==> src/rtl/zrun_pkg.sv <==
package zrun_pkg;
  typedef enum logic [1:0] {
    ST_DATA  = 2'd0,
    ST_COUNT = 2'd1,
    ST_FILL  = 2'd2
  } zrunState_e;

  typedef struct packed {
    logic loadEn;    // write a byte into the output register
    logic loadZero;  // byte written is zero rather than the input byte
    logic loadLast;  // byte written ends the stream
    logic setTrunc;  // stream ended on a bare zero
    logic clrTrunc;  // a new input byte was accepted
  } zrunStrobe_t;
endpackage

==> src/rtl/zrun_ctrl.sv <==
module zrun_ctrl
  import zrun_pkg::*;
#(
  parameter int DATA_W = 8
) (
  input  logic              clk,
  input  logic              rstN,
  input  logic [DATA_W-1:0] inData,
  input  logic              inValid,
  input  logic              inLast,
  input  logic              outFree,
  output logic              inReady,
  output zrunStrobe_t       strobe
);
  localparam int CNT_W = DATA_W;
  localparam logic [CNT_W-1:0] ONE = CNT_W'(1);

  zrunState_e       state, stateNext;
  logic [CNT_W-1:0] remCnt, remNext;
  logic             pendLast, pendNext;
  logic             accept, isZero;

  assign inReady = (state != ST_FILL) && outFree;
  assign accept  = inValid && inReady;
  assign isZero  = (inData == '0);

  always_comb begin
    strobe    = '0;
    stateNext = state;
    remNext   = remCnt;
    pendNext  = pendLast;
    case (state)
      ST_DATA: begin
        if (accept) begin
          strobe.clrTrunc = 1'b1;
          if (!isZero) begin
            strobe.loadEn   = 1'b1;
            strobe.loadLast = inLast;
          end else if (inLast) begin
            strobe.loadEn   = 1'b1;
            strobe.loadZero = 1'b1;
            strobe.loadLast = 1'b1;
            strobe.setTrunc = 1'b1;
          end else begin
            stateNext = ST_COUNT;
          end
        end
      end
      ST_COUNT: begin
        if (accept) begin
          strobe.loadEn   = 1'b1;
          strobe.loadZero = 1'b1;
          if (inData <= ONE) begin
            strobe.loadLast = inLast;
            stateNext       = ST_DATA;
          end else begin
            remNext   = inData - ONE;
            pendNext  = inLast;
            stateNext = ST_FILL;
          end
        end
      end
      ST_FILL: begin
        if (outFree) begin
          strobe.loadEn   = 1'b1;
          strobe.loadZero = 1'b1;
          strobe.loadLast = pendLast && (remCnt == ONE);
          remNext         = remCnt - ONE;
          if (remCnt == ONE) stateNext = ST_DATA;
        end
      end
      default: stateNext = ST_DATA;
    endcase
  end

  always_ff @(posedge clk) begin
    if (!rstN) begin
      state    <= ST_DATA;
      remCnt   <= '0;
      pendLast <= 1'b0;
    end else begin
      state    <= stateNext;
      remCnt   <= remNext;
      pendLast <= pendNext;
    end
  end

  // a long run length blocks the input on the following cycle
  assert_hold_input_R5: assert property (@(posedge clk) disable iff (!rstN)
    (state == ST_COUNT && accept && inData > ONE) |=> !inReady);

  // the fill counter is live whenever zeros are still owed
  assert_fill_live_R3: assert property (@(posedge clk) disable iff (!rstN)
    (state == ST_FILL) |-> (remCnt != '0));

  // after an end-of-stream byte is loaded, nothing is left pending
  assert_last_idle_R6: assert property (@(posedge clk) disable iff (!rstN)
    (strobe.loadEn && strobe.loadLast) |=> (state == ST_DATA));
endmodule

==> src/rtl/zrun_datapath.sv <==
module zrun_datapath
  import zrun_pkg::*;
#(
  parameter int DATA_W = 8
) (
  input  logic              clk,
  input  logic              rstN,
  input  logic [DATA_W-1:0] inData,
  input  zrunStrobe_t       strobe,
  input  logic              outReady,
  output logic              outFree,
  output logic [DATA_W-1:0] outData,
  output logic              outValid,
  output logic              outLast,
  output logic              truncFlag
);
  logic [DATA_W-1:0] loadByte;

  assign outFree  = !outValid || outReady;
  assign loadByte = strobe.loadZero ? '0 : inData;

  always_ff @(posedge clk) begin
    if (!rstN) begin
      outData   <= '0;
      outValid  <= 1'b0;
      outLast   <= 1'b0;
      truncFlag <= 1'b0;
    end else begin
      if (strobe.loadEn) begin
        outData  <= loadByte;
        outLast  <= strobe.loadLast;
        outValid <= 1'b1;
      end else if (outReady) begin
        outValid <= 1'b0;
      end
      if (strobe.setTrunc)      truncFlag <= 1'b1;
      else if (strobe.clrTrunc) truncFlag <= 1'b0;
    end
  end

  // a stalled output byte is held unchanged
  assert_stall_hold_R8: assert property (@(posedge clk) disable iff (!rstN)
    (outValid && !outReady) |=> (outValid && $stable(outData) && $stable(outLast)));

  // truncation is raised only together with a terminal zero
  assert_trunc_zero_R7: assert property (@(posedge clk) disable iff (!rstN)
    $rose(truncFlag) |-> (outValid && outLast && outData == '0));
endmodule

==> src/rtl/zrun_expander.sv <==
module zrun_expander
  import zrun_pkg::*;
#(
  parameter int DATA_W = 8
) (
  input  logic              clk,
  input  logic              rstN,
  input  logic [DATA_W-1:0] inData,
  input  logic              inValid,
  input  logic              inLast,
  output logic              inReady,
  output logic [DATA_W-1:0] outData,
  output logic              outValid,
  output logic              outLast,
  input  logic              outReady,
  output logic              truncFlag
);
  zrunStrobe_t strobe;
  logic        outFree;

  zrun_ctrl #(.DATA_W(DATA_W)) ctrl_i (
    .clk     (clk),
    .rstN    (rstN),
    .inData  (inData),
    .inValid (inValid),
    .inLast  (inLast),
    .outFree (outFree),
    .inReady (inReady),
    .strobe  (strobe)
  );

  zrun_datapath #(.DATA_W(DATA_W)) dp_i (
    .clk       (clk),
    .rstN      (rstN),
    .inData    (inData),
    .strobe    (strobe),
    .outReady  (outReady),
    .outFree   (outFree),
    .outData   (outData),
    .outValid  (outValid),
    .outLast   (outLast),
    .truncFlag (truncFlag)
  );

  // nothing is presented on the output in the cycle after reset
  assert_reset_idle_R9: assert property (@(posedge clk)
    !rstN |=> (!outValid && !truncFlag));
endmodule

==> config.mk <==
export PLATFORM = sky130hd
export DESIGN_NAME = zrun_expander
export DESIGN_NICKNAME = d
export VERILOG_FILES = /design/src/rtl/zrun_pkg.sv /design/src/rtl/zrun_ctrl.sv /design/src/rtl/zrun_datapath.sv /design/src/rtl/zrun_expander.sv
export SDC_FILE = /design/constraint.sdc
export NUM_CORES = 1
export LEC_CHECK = 0
export ABC_AREA = 1
export BUFFER_PORTS_ARGS = -buffer_cell sky130_fd_sc_hd__buf_4
export CORE_MARGIN = 4
export CORE_UTILIZATION = 40
export DETAILED_ROUTE_END_ITERATION = 12
export PLACE_DENSITY = 0.63
export SYNTH_ARGS = -nofsm -noshare
export SYNTH_HDL_FRONTEND = slang
export SYNTH_SLANG_ARGS = --single-unit
==> constraint.sdc <==
create_clock -name clk -period 3.2 [get_ports clk]
set_clock_uncertainty 0.2 [all_clocks]
set_input_delay 0.48 -clock clk [delete_from_list [all_inputs] [get_ports clk]]
set_output_delay 0.48 -clock clk [all_outputs]
set_load 0.01 [all_outputs]
## Word level (Yosys, flattened, before mapping)

Cells that the tools add are included.

- Add/sub/neg operators: 2
- Order comparisons: 1
- Equal/unequal tests: 11
- Mux-type cells: 28
- Bitwise operators: 1
- Reductions and logical operators: 13

Operators by type and width:

| kind | number |
|---|---|
| $mux W8 | 4 |
| $mux W2 | 8 |
| $pmux W8 S2 | 1 |
| $sub A8 B1 Y8 const B | 2 |
| $ne A2 B1 Y1 const B | 5 |
| $mux W1 | 9 |
| $pmux W3 S3 | 1 |
| $eq A8 B1 Y1 const B | 1 |
| $le A8 B1 Y1 const B | 1 |
| $logic_not A8 Y1 | 1 |
| $mux W3 | 2 |
| $ne A2 B2 Y1 const B | 3 |
| $pmux W2 S3 | 1 |
| $reduce_and A6 Y1 | 1 |
| $reduce_bool A2 Y1 | 3 |
| $mux W5 | 1 |
| $mux W4 | 1 |
| $reduce_and A4 Y1 | 1 |
| $logic_and A1 B1 Y1 | 3 |
| $reduce_and A3 Y1 | 1 |
| $eq A2 B1 Y1 const B | 1 |
| $eq A2 B2 Y1 const B | 1 |
| $logic_not A2 Y1 | 1 |
| $logic_not A1 Y1 | 1 |
| other kinds (2) | 2 |

- Register bits: 22
- Bits of input ports: 13
- Output and inout bits: 12

## Longest topological paths before layout

Gate-level depths: netlist of the first run.

- Depth in word-level cells: 8
- Depth in mapped cells: 10
- Gate-level depth less buffers: 10

## Cells and area by module

A second synthesis of the first run with hierarchy kept.

- Cell total of the unflattened synthesis: 229
- Area, all modules: 1422.6 um^2

By module, submodules not included:

| module | times used | cells each | area an instance (um^2) | sequential area each (um^2) |
|---|---|---|---|---|
| zrun_ctrl | 1 | 181 | 1032.2 | 220.2 |
| zrun_datapath | 1 | 48 | 390.4 | 220.2 |

## Worst setup path after synthesis of the first run

Ideal clock, no wire load.

- Path type: input to register
- Start point: input inData[0]
- End point: register dp_i.outLast
- Data arrival time: 1475 ps
- Required time: 2885 ps
- Setup slack: 1410 ps
- Cell stages on the path: 10
- Buffers on the path: 1
- Path through: inv_1 ha_1 nand2_1 nor2_2 nand2_1 nand2_2 nand2_1 buf_6 o21ai_1 nor2_1

- Word-level cells in the longest chain between the ends: 4
- Elaborated cells between the ends (all ways): 8

RTL lines:

| element | RTL line | text |
|---|---|---|
| from (decl) | zrun_expander.sv:8 | `input logic [DATA_W-1:0] inData,` |
| $le A8 B1 Y1 or $logic_not A8 Y1 (tied branches) | zrun_ctrl.sv:53, zrun_ctrl.sv:25 |  |
| $mux W1 (on tied branches) | zrun_ctrl.sv:53, zrun_ctrl.sv:36 |  |
| $mux W3 or $mux W5 (tied branches) | zrun_ctrl.sv:50, zrun_ctrl.sv:34 |  |
| $pmux W3 S3 * | zrun_ctrl.sv:32 | `case (state)` |
| to (signal assigned) | zrun_datapath.sv:31 | `outLast <= strobe.loadLast;` |
| to (decl) | zrun_datapath.sv:14 | `output logic outLast,` |

Mark *: on every way between the ends. The rest lies on a longest branch, timed or not.
A chain may end at the register's enable or synchronous reset.

## Worst setup path in the final report of the first run

- Start point: register ctrl_i.state[0]
- End point: output inReady

- Word-level cells in the longest chain between the ends: 2

RTL lines:

| element | RTL line | text |
|---|---|---|
| from (decl) | zrun_ctrl.sv:18 | `zrunState_e state, stateNext;` |
| from (signal assigned) | zrun_ctrl.sv:82 | `state <= stateNext;` |
| $ne A2 B2 Y1 | zrun_ctrl.sv:23 | `assign inReady = (state != ST_FILL) && outFree;` |
| $logic_and A1 B1 Y1 | zrun_ctrl.sv:23 |  |
| to (decl) | zrun_expander.sv:11 | `output logic inReady,` |

Every way passes these cells.

==> results of run 1 <==
[power groups by stage]
stage          Sequential (W)  Clock, W  Combinational, W
3_3_place_gp         0.000295         0         0.0000995
3_5_place_dp         0.000295         0         0.0000988
6_report             0.000288  0.000174         0.0000983
4_1_cts              0.000289  0.000183         0.0000993
5_1_grt              0.000290  0.000197          0.000111
2_1_floorplan        0.000299         0         0.0000517
[per-layer routing]
| layer | track usage [%] | vias to the layer above |
|---|---|---|
| li1 | - | 796 |
| met1 | 22.19 | 649 |
| met2 | 25.27 | 23 |
| met3 | 4.105 | 5 |
| met4 | 5.459 | 0 |
| met5 | 0 | - |
[cells by family after synthesis]
family          share of synthesized area [%]
compound gates                          11.29
xor+xnor                                2.396
fa+ha+maj                               4.277
buf+inv                                 9.410
flops                                   30.11
mux                                    0.6844
simple gates                            41.83
[registers in the layout, indices dropped and copies added (netlist names)]
name and flops:
dp_i.outValid 1, ctrl_i.remCnt 8, ctrl_i.state 2, ctrl_i.pendLast 1, dp_i.outData 8, dp_i.outLast 1, dp_i.truncFlag 1
[critical path: stages, from the launching register on]
cell and delay (ns):
dfxtp_1 0.44, inv_2 0.08, nand2_1 0.32, nand2_1 0.09, inv_1 0.06, buf_4 0.11
[worst paths after layout]
check / startpoint / end / slack (ns) / cells past startpoint
max: ctrl_i.state[0]$_SDFFE_PN0P_ / inReady / 1.15 / 5
min: dp_i.truncFlag$_SDFFE_PN0P_ / dp_i.truncFlag$_SDFFE_PN0P_ / 0.28 / 2
max reg2reg: ctrl_i.state[0]$_SDFFE_PN0P_ / ctrl_i.remCnt[2]$_SDFFE_PN0P_ / 1.26 / 8
min reg2reg: dp_i.truncFlag$_SDFFE_PN0P_ / dp_i.truncFlag$_SDFFE_PN0P_ / 0.28 / 2
[cell type report]
cell class | instances | share of cell area (%)
flip-flops and latches | 22 | 25.66
repair buffers | 24 | 10.50
inverters | 30 | 6.560
clock buffers | 3 | 2.405
well taps | 46 | 3.353
multi-input cells | 178 | 51.53
[through the flow]
| step | total power (W) | setup slack [ns] | cells | hold slack [ns] |
|---|---|---|---|---|
| 3_5_place_dp | 0.0003937 | 1.029 | 300 | 0.2653 |
| 6_report | 0.0005612 | 1.154 | 303 | 0.2753 |
| 5_1_grt | 0.0005983 | 1.035 | 303 | 0.2928 |
| 2_1_floorplan | 0.0003510 | 1.410 | 234 | 0.2714 |
| 3_3_place_gp | 0.0003944 | 1.085 | 300 | 0.2655 |
| 4_1_cts | 0.0005710 | 1.154 | 303 | 0.2786 |
[Yosys cell counts]
cell type,number,area (sq um)
nand2_1,60,225.2
nor2_1,33,123.9
nand3_1,22,110.1
inv_2,2,7.510
a21oi_1,17,85.08
xnor2_1,1,8.760
buf_2,2,10.01
nand4_2,1,12.51
clkbuf_1,1,3.750
nor2_4,2,22.52
nor2_2,1,6.260
buf_6,1,11.26
nand3b_1,9,67.56
or2_2,1,6.260
xor2_1,3,26.28
o21ai_1,2,10.01
nand2_2,1,6.260
inv_1,28,105.1
dfxtp_1,22,440.4
ha_1,5,62.56
o21ai_0,14,70.07
mux2i_1,1,10.01
nand4_1,5,31.28
==> results.cfg, run 1 <==
[detailed_routing]
drtIter0Drc = 122
antenna_left = 0
post-route-drc-count = 0
vias = 1473
drt_first_pass_iters = 4
viasPerCell = 4.861
highest_layer = met4
wl_met2_mm = 1.529
wl_met3_microns = 141
wl_mm = 3.494
wl_met1_mm = 1.780
routedWlPerCell_microns = 11.53

[synthesis]
synth_cell_type_count = 23
syn-num-nets = 252
yosysSeqAreaShare_pct = 30.11
synth-seq-cells = 22
syn_area_sq_mm = 0.001463
ys_warn_count = 0
synth_cells = 234
synth.avg_cell_area_sq_um = 6.251

[cells_and_area]
diodes = 0
fillCellCount = 364
nets = 277
final_common_cell = nand2_1
drive_above_1_share_pct = 13.62
final_cell_area_sq_mm = 0.001717
seq_area_sq_um = 440.4
final_core_util_pct = 49.87
layout_common_cells = nand2_1, nor2_1, inv_1
multi_input_area_sq_um = 884.6
areaGrowthSynthToFinish_pct = 17.37

[clock_network]
cts.hold.buffers_added = 0
clk_latency_ns = 0.26
cts-htree-levels = 1
cts_setup_buffers = 0
cts.sinks = 22
cts_resized = 0
cts_made_buffers = 3
clock_path_buffers = 2
cts_tree = yes
root_buffer = clkbuf_8
clk_pin_slew_ns = 0.08

[grt]
grt_pass1_wl_mm = 5.851
grt_overflow = 0
grt_pass1_vias = 1296
grt_util_all_layers_pct = 16.43
antenna_found_initial = 0
grt_max_degree = 18

[power]
ir_worst_vdd_v = 0.0001853
cellPowerDensity_mw_per_mm2 = 326.9
p_comb_share_pct = 17.5
switching_share_pct = 26.49
p_seq_share_pct = 51.4
power.leakage_nw = 0.8563
netSwitchingPower_w = 0.0001487
p_int_w = 0.0004125
power_frac_clock_pct = 31.1

[timing]
maxSlewViolCount = 0
rsz0062_at_grt = false
slew_headroom_pct = 73.11
max_freq_mhz = 488.7
period_minus_slack_ns = 2.046
tightest_slew_ns = 0.4023
hold_viol = 0
finalCritPeriodShare_pct = 63.95
setup_viol = 0
setup_tns_ns = 0

[setup_path]
cp_max_fo = 12
required_ns = 2.52
worstPathArrival_ns = 1.37
cp-end-kind = output port
crit_type = reg2out
startpoint_type = flop

[floorplan]
io_pins = 25
die_h_microns = 68.47
coreArea_sq_mm = 0.003442
dieArea_sq_mm = 0.004688
start_util_pct = 42.49
fp-row-count = 21
die_w_microns = 68.47

[run]
cap_violations = 0

[min_path]
hp-class = reg2reg

[placement]
dp_hpwl_mm = 2.669
place_area_sq_mm = 0.001675
place.gp.congestion = 0.8387
port_buffers = 24

[run_status]
outcome = finished clean
(Power assumes the default switching activity.)
==> run 2: changes to the inputs <==
--- a/config.mk
+++ b/config.mk
@@ -5,12 +5,12 @@
 export SDC_FILE = /design/constraint.sdc
 export NUM_CORES = 1
 export LEC_CHECK = 0
-export ABC_AREA = 1
+export ABC_AREA = 0
 export BUFFER_PORTS_ARGS = -buffer_cell sky130_fd_sc_hd__buf_4
 export CORE_MARGIN = 4
 export CORE_UTILIZATION = 40
 export DETAILED_ROUTE_END_ITERATION = 12
-export PLACE_DENSITY = 0.63
+export PLACE_DENSITY = 0.64
 export SYNTH_ARGS = -nofsm -noshare
 export SYNTH_HDL_FRONTEND = slang
 export SYNTH_SLANG_ARGS = --single-unit
==> constraint.sdc (replaced) <==
create_clock -name clk -period 1.9 [get_ports clk]
set_clock_uncertainty 0.2 [all_clocks]
set_input_delay 0.285 -clock clk [delete_from_list [all_inputs] [get_ports clk]]
set_output_delay 0.285 -clock clk [all_outputs]
set_load 0.01 [all_outputs]
==> run 2 against run 1 <==
- synthesized cell count fell by 34%
- cell count fell by 21%
- combinational power rose by 70%
- utilization rose by 6.5 points
- sequential power rose by 67%
- largest cell class unchanged
==> results.cfg, run 2 <==
[floorplan]
io_pins = 25
coreArea_sq_mm = 0.003128
die_w_microns = 65.83
start_util_pct = 42.76
die_h_microns = 65.83
dieArea_sq_mm = 0.004333
fp-row-count = 20

[timing]
max_freq_mhz = 551.3
finalCritPeriodShare_pct = 95.47
setup_viol = 0
tightest_slew_ns = 0.4293
rsz0062_at_grt = false
hold_viol = 0
fin_ws_ns = 0.08607
setup_tns_ns = 0
period_minus_slack_ns = 1.814
slew_headroom_pct = 71.25
maxSlewViolCount = 0

[placement]
place_ws_ns = -0.1580
port_buffers = 24
place.gp.congestion = 0.8430
dp_hpwl_mm = 2.639

[synthesis]
synth-main-ff-cell = dfxtp_1
synthSimpleGateAreaFrac_pct = 26.38
synth_compound_area_share_pct = 29.09
synth_most_common_cell = dfxtp_1
synth-seq-cells = 22
synth.largest_area_cell = dfxtp_1
synth_cells = 155
syn_area_sq_mm = 0.001338
synthArstFlopShare_pct = 0
synth.avg_cell_area_sq_um = 8.629
synth_top_area_share_pct = 32.93
ys_warn_count = 0
synth_cell_type_count = 47
syn-num-nets = 173
synth_area_leaders = dfxtp_1, a21oi_1, ha_1
synth-adder-area-share_pct = 4.677
synth_top_family_by_area = compound AO/OA/AOI/OAI gates
synthMuxAreaShare_pct = 1.497
synth_xor_area_share_pct = 1.310
yosysSeqAreaShare_pct = 32.93
synth_edf_count = 0
synthTopCellsByCount = dfxtp_1, a21oi_1, nand2_1, nor3_1, nor2_1

[cells_and_area]
final_common_cell = buf_4
diodes = 0
fillCellCount = 310
layout_common_cells = buf_4, dfxtp_1, a21oi_1, nand2_1, nor3_1
areaGrowthSynthToFinish_pct = 31.81
top_regs = ctrl_i.remCnt (8), dp_i.outData (8), ctrl_i.state (2)
seq_area_sq_um = 442.9
nets = 215
drive_above_1_share_pct = 35.38
multi_input_area_sq_um = 883.3

[clock_network]
cts.hold.buffers_added = 0
cts.sinks = 22
root_buffer = clkbuf_4
cts_made_buffers = 3
clk_latency_ns = 0.30
cts-htree-levels = 1
clk_pin_slew_ns = 0.12
clock_path_buffers = 2
cts_tree = yes

[power]
ir_worst_vdd_v = 0.0003428
cellPowerDensity_mw_per_mm2 = 486.7
total_power_w = 0.0008581
power.leakage_nw = 0.7011

[setup_path]
required_ns = 1.89
cp_max_fo = 3
crit_type = reg2reg
cp-end-kind = flop
worstPathArrival_ns = 1.80
startpoint_type = flop

[run]
cap_violations = 0

[grt]
grt_util_all_layers_pct = 16.91
grt_pass1_wl_mm = 5.796
antenna_found_initial = 0
grt_max_degree = 17
grt_pass1_vias = 1328
grt_overflow = 0

[detailed_routing]
antenna_left = 0
wl_mm = 3.446
drt_first_pass_iters = 4
drtIter0Drc = 68
viasPerCell = 5.653
routedWlPerCell_microns = 14.42
vias = 1351
post-route-drc-count = 0

[min_path]
hp-class = in2reg

[run_status]
outcome = finished clean
==> run 2: cell count changes in the layout (fill, tap and decap cells not counted), sizes merged, moves of 12 or more <==
cell / change
o21ai: -13
nor3: +12
nand2: -49
nor2: -28
buf: +20
inv: -24
nand3: -18
==> run 2: path summary, 6_finish.rpt <==
check / start / slack, ns / endpoint / depth (start not counted)
hold / removal: inData[7] / 0.02 / dp_i.outData[7]$_SDFFE_PN0P_ / 2
setup reg to reg: ctrl_i.remCnt[0]$_SDFFE_PN0P_ / 0.09 / ctrl_i.remCnt[6]$_SDFFE_PN0P_ / 6
setup / recovery: ctrl_i.remCnt[0]$_SDFFE_PN0P_ / 0.09 / ctrl_i.remCnt[6]$_SDFFE_PN0P_ / 6
hold reg to reg: dp_i.outData[1]$_SDFFE_PN0P_ / 0.29 / dp_i.outData[1]$_SDFFE_PN0P_ / 1
==> run 2: critical path, stage by stage, from the launching register on <==
cell     delay (ns)
dfxtp_2        0.35
inv_4          0.07
ha_4           0.13
or4b_4         0.48
o21a_1         0.21
nor3_2         0.14
o32ai_1        0.11
==> run 2: final cells by class <==
type / count / area share [%]
clock buffers: 3 / 1.278
inverters: 7 / 1.632
multi-input cells: 119 / 50.11
flip-flops and latches: 22 / 25.12
well taps: 44 / 3.123
repair buffers: 44 / 18.74
==> run 2: cell families (layout without fill, tap and decap cells) <==
kind of cell	after synthesis	count (layout)
XOR/XNOR	2	2
multiplexers	2	2
buffers and inverters	14	54
flip-flops	22	22
AO/OA/AOI/OAI	53	53
adder cells (fa/ha/maj)	5	5
AND/OR/NAND/NOR	57	57
==> run 2: power breakdown <==
group | switching (W) | leakage (nW) | internal, W | total [W]
logic | 0.0000837 | 0.507 | 0.0000831 | 0.000167
registers | 0.00000743 | 0.180 | 0.000475 | 0.000482
clock network | 0.000135 | 0.0138 | 0.0000740 | 0.000209
==> run 2: stage by stage <==
stage	util [%]	hold WS (ns)	std cells	cell area, sq um
finish	56.36	0.02412	239	1763
global route	56.36	0.006142	239	1763
CTS	55.36	0.01685	239	1732
detailed placement	54.56	0.2586	236	1707
global placement	54.56	0.2520	236	1707
floorplan	-	0.2176	155	1350
==> run 2: metal layers <==
layer | track usage [%] | up-vias | wire (microns)
met4 | 6.477 | 0 | 44
met2 | 26.78 | 37 | 1580
met5 | 0 | - | 0
met1 | 23.28 | 635 | 1615
met3 | 2.041 | 4 | 206
li1 | - | 675 | -
==> run 2: repair_timing <==
action / in CTS / in global routing
pin swaps: 0 / 1
gates resized for setup: 2 / 9
setup buffers: 0 / 0
gates cloned: 0 / 0
endpoints found under the setup margin: 2 / 7
==> run 3: changes to the inputs <==
--- a/config.mk
+++ b/config.mk
@@ -8,9 +8,9 @@
 export ABC_AREA = 0
 export BUFFER_PORTS_ARGS = -buffer_cell sky130_fd_sc_hd__buf_4
 export CORE_MARGIN = 4
-export CORE_UTILIZATION = 40
+export CORE_UTILIZATION = 45
 export DETAILED_ROUTE_END_ITERATION = 12
-export PLACE_DENSITY = 0.64
+export PLACE_DENSITY = 0.7
 export SYNTH_ARGS = -nofsm -noshare
 export SYNTH_HDL_FRONTEND = slang
 export SYNTH_SLANG_ARGS = --single-unit
==> run 3 against run 2 <==
- critical path depth did not move
- routed wire length rose by 4.9%
- count of clock-buffer cells in the layout is 1 higher
- maximum frequency rose by 0.11%
- highest routed layer unchanged
- worst hold slack got worse by 0.011 ns
- setup slack improved by 0.0020 ns
==> results.cfg, run 3 (same netlist as run 2, synthesis figures left out) <==
[placement]
place.gp.congestion = 0.9365
dp.cells = 227
dp_hpwl_mm = 2.792
port_buffers = 24

[clock_network]
clock_path_buffers = 2
cts-htree-levels = 1
clk_pin_slew_ns = 0.13
cts_setup_buffers = 0
cts_tree = yes
cts.sinks = 22
cts_made_buffers = 3
root_buffer = clkbuf_4
cts.hold.buffers_added = 0
clk_latency_ns = 0.31

[detailed_routing]
wl_met1_mm = 1.587
routedWlPerCell_microns = 15.65
vias = 1385
antenna_left = 0
highest_layer = met4
viasPerCell = 5.996
wl_met2_mm = 1.777
wl_met3_microns = 211
drt_first_pass_iters = 4
post-route-drc-count = 0
wl_mm = 3.614
drtIter0Drc = 120

[grt]
grt_overflow = 0
grt_pass1_wl_mm = 6.444
antenna_found_initial = 0
grt_util_all_layers_pct = 20.05
grt_pass1_vias = 1410
grt_max_degree = 17

[timing]
setup_viol = 0
rsz0062_at_grt = false
max_freq_mhz = 551.9
hold_viol = 0
maxSlewViolCount = 0
period_minus_slack_ns = 1.812
finalCritPeriodShare_pct = 95.37
hold_ws_ns = 0.01275
slew_headroom_pct = 65.92
setup_tns_ns = 0
tightest_slew_ns = 0.5090

[floorplan]
dieArea_sq_mm = 0.003909
fp-row-count = 19
die_w_microns = 62.52
die_h_microns = 62.52
coreArea_sq_mm = 0.002805
io_pins = 25
start_util_pct = 47.68

[power]
power_frac_clock_pct = 28.7
power.leakage_nw = 0.7363
netSwitchingPower_w = 0.0002413
ir_worst_vdd_v = 0.0003962
cellPowerDensity_mw_per_mm2 = 508.0
switching_share_pct = 26.22
p_int_w = 0.0006789
p_seq_share_pct = 52.3
total_power_w = 0.0009203
p_comb_share_pct = 19.1

[setup_path]
rr_startpoint = ctrl_i.remCnt[0]$_SDFFE_PN0P_
r2r_slack_ns = 0.09
worstPathArrival_ns = 1.81
setup.worst_path.end = ctrl_i.remCnt[6]$_SDFFE_PN0P_
crit_type = reg2reg
r2r_cells = 6
startpoint = ctrl_i.remCnt[0]$_SDFFE_PN0P_
required_ns = 1.90
startpoint_type = flop
cp-end-kind = flop
cp_max_fo = 3
reg2reg_to = ctrl_i.remCnt[6]$_SDFFE_PN0P_

[cells_and_area]
final_common_cell = buf_4
nets = 219
layout_common_cells = buf_4, dfxtp_1, a21oi_1
areaGrowthSynthToFinish_pct = 35.45
fillCellCount = 239
diodes = 0
fin_cells = 231
top_regs = ctrl_i.remCnt (8), dp_i.outData (8), ctrl_i.state (2)
drive_above_1_share_pct = 38.00

[run_status]
outcome = finished clean

[min_path]
min_from = inData[1]
hp-class = in2reg

[run]
cap_violations = 0
-- run 3: final cells by class --
class	instances	area, sq um	area share (%)
Timing Repair Buffer	48	364.1	20.10
Tap cell	31	38.79	2.141
Sequential cell	22	447.9	24.72
Clock buffer	4	36.28	2.003
Inverter	7	26.28	1.450
Multi-Input combinational cell	119	898.4	49.59
-- run 3: stage by stage --
step | setup slack, ns | area (sq um) | util (%)
finish | 0.08806 | 1812 | 64.59
detailed placement | -0.1410 | 1720 | 61.33
global placement | -0.07338 | 1720 | 61.33
floorplan | 0.05493 | 1350 | -
global route | 0.01393 | 1812 | 64.59
CTS | 0.01296 | 1760 | 62.76
-- run 3: worst min-delay path by stage --
stage          cells past startpoint                           end
6_report                           2  dp_i.outData[1]$_SDFFE_PN0P_
5_1_grt                            2  dp_i.outData[1]$_SDFFE_PN0P_
3_5_place_dp                       1  dp_i.outData[1]$_SDFFE_PN0P_
4_1_cts                            2  dp_i.outData[1]$_SDFFE_PN0P_
3_3_place_gp                       1  dp_i.outData[4]$_SDFFE_PN0P_
2_1_floorplan                      1  dp_i.outData[0]$_SDFFE_PN0P_
-- run 3: layer usage --
| metal | GRT usage (%) | vias up |
|---|---|---|
| met5 | 0 | - |
| met4 | 6.336 | 0 |
| met3 | 3.417 | 6 |
| met2 | 34.22 | 54 |
| met1 | 25.58 | 646 |
| li1 | - | 679 |
-- run 3: repair_timing --
action                                  4_1_cts  5_1_grt
pin swaps                                     1        3
endpoints found under the setup margin        2        3
gates resized for setup                       3       13
-- run 3: critical path, stage by stage, from the launching register on --
cell and delay (ns):
dfxtp_2 0.35, inv_2 0.08, ha_4 0.14, or4b_4 0.49, o21a_1 0.22, nor3_2 0.12
o32ai_2 0.11
-- run 3: power by group through the flow --
stage               clock (W)  combinational, W  sequential [W]
detailed placement          0          0.000172        0.000493
finish               0.000264          0.000175        0.000481
global placement            0          0.000169        0.000492
floorplan                   0         0.0000729        0.000499
global route         0.000293          0.000193        0.000483
CTS                  0.000271          0.000174        0.000482
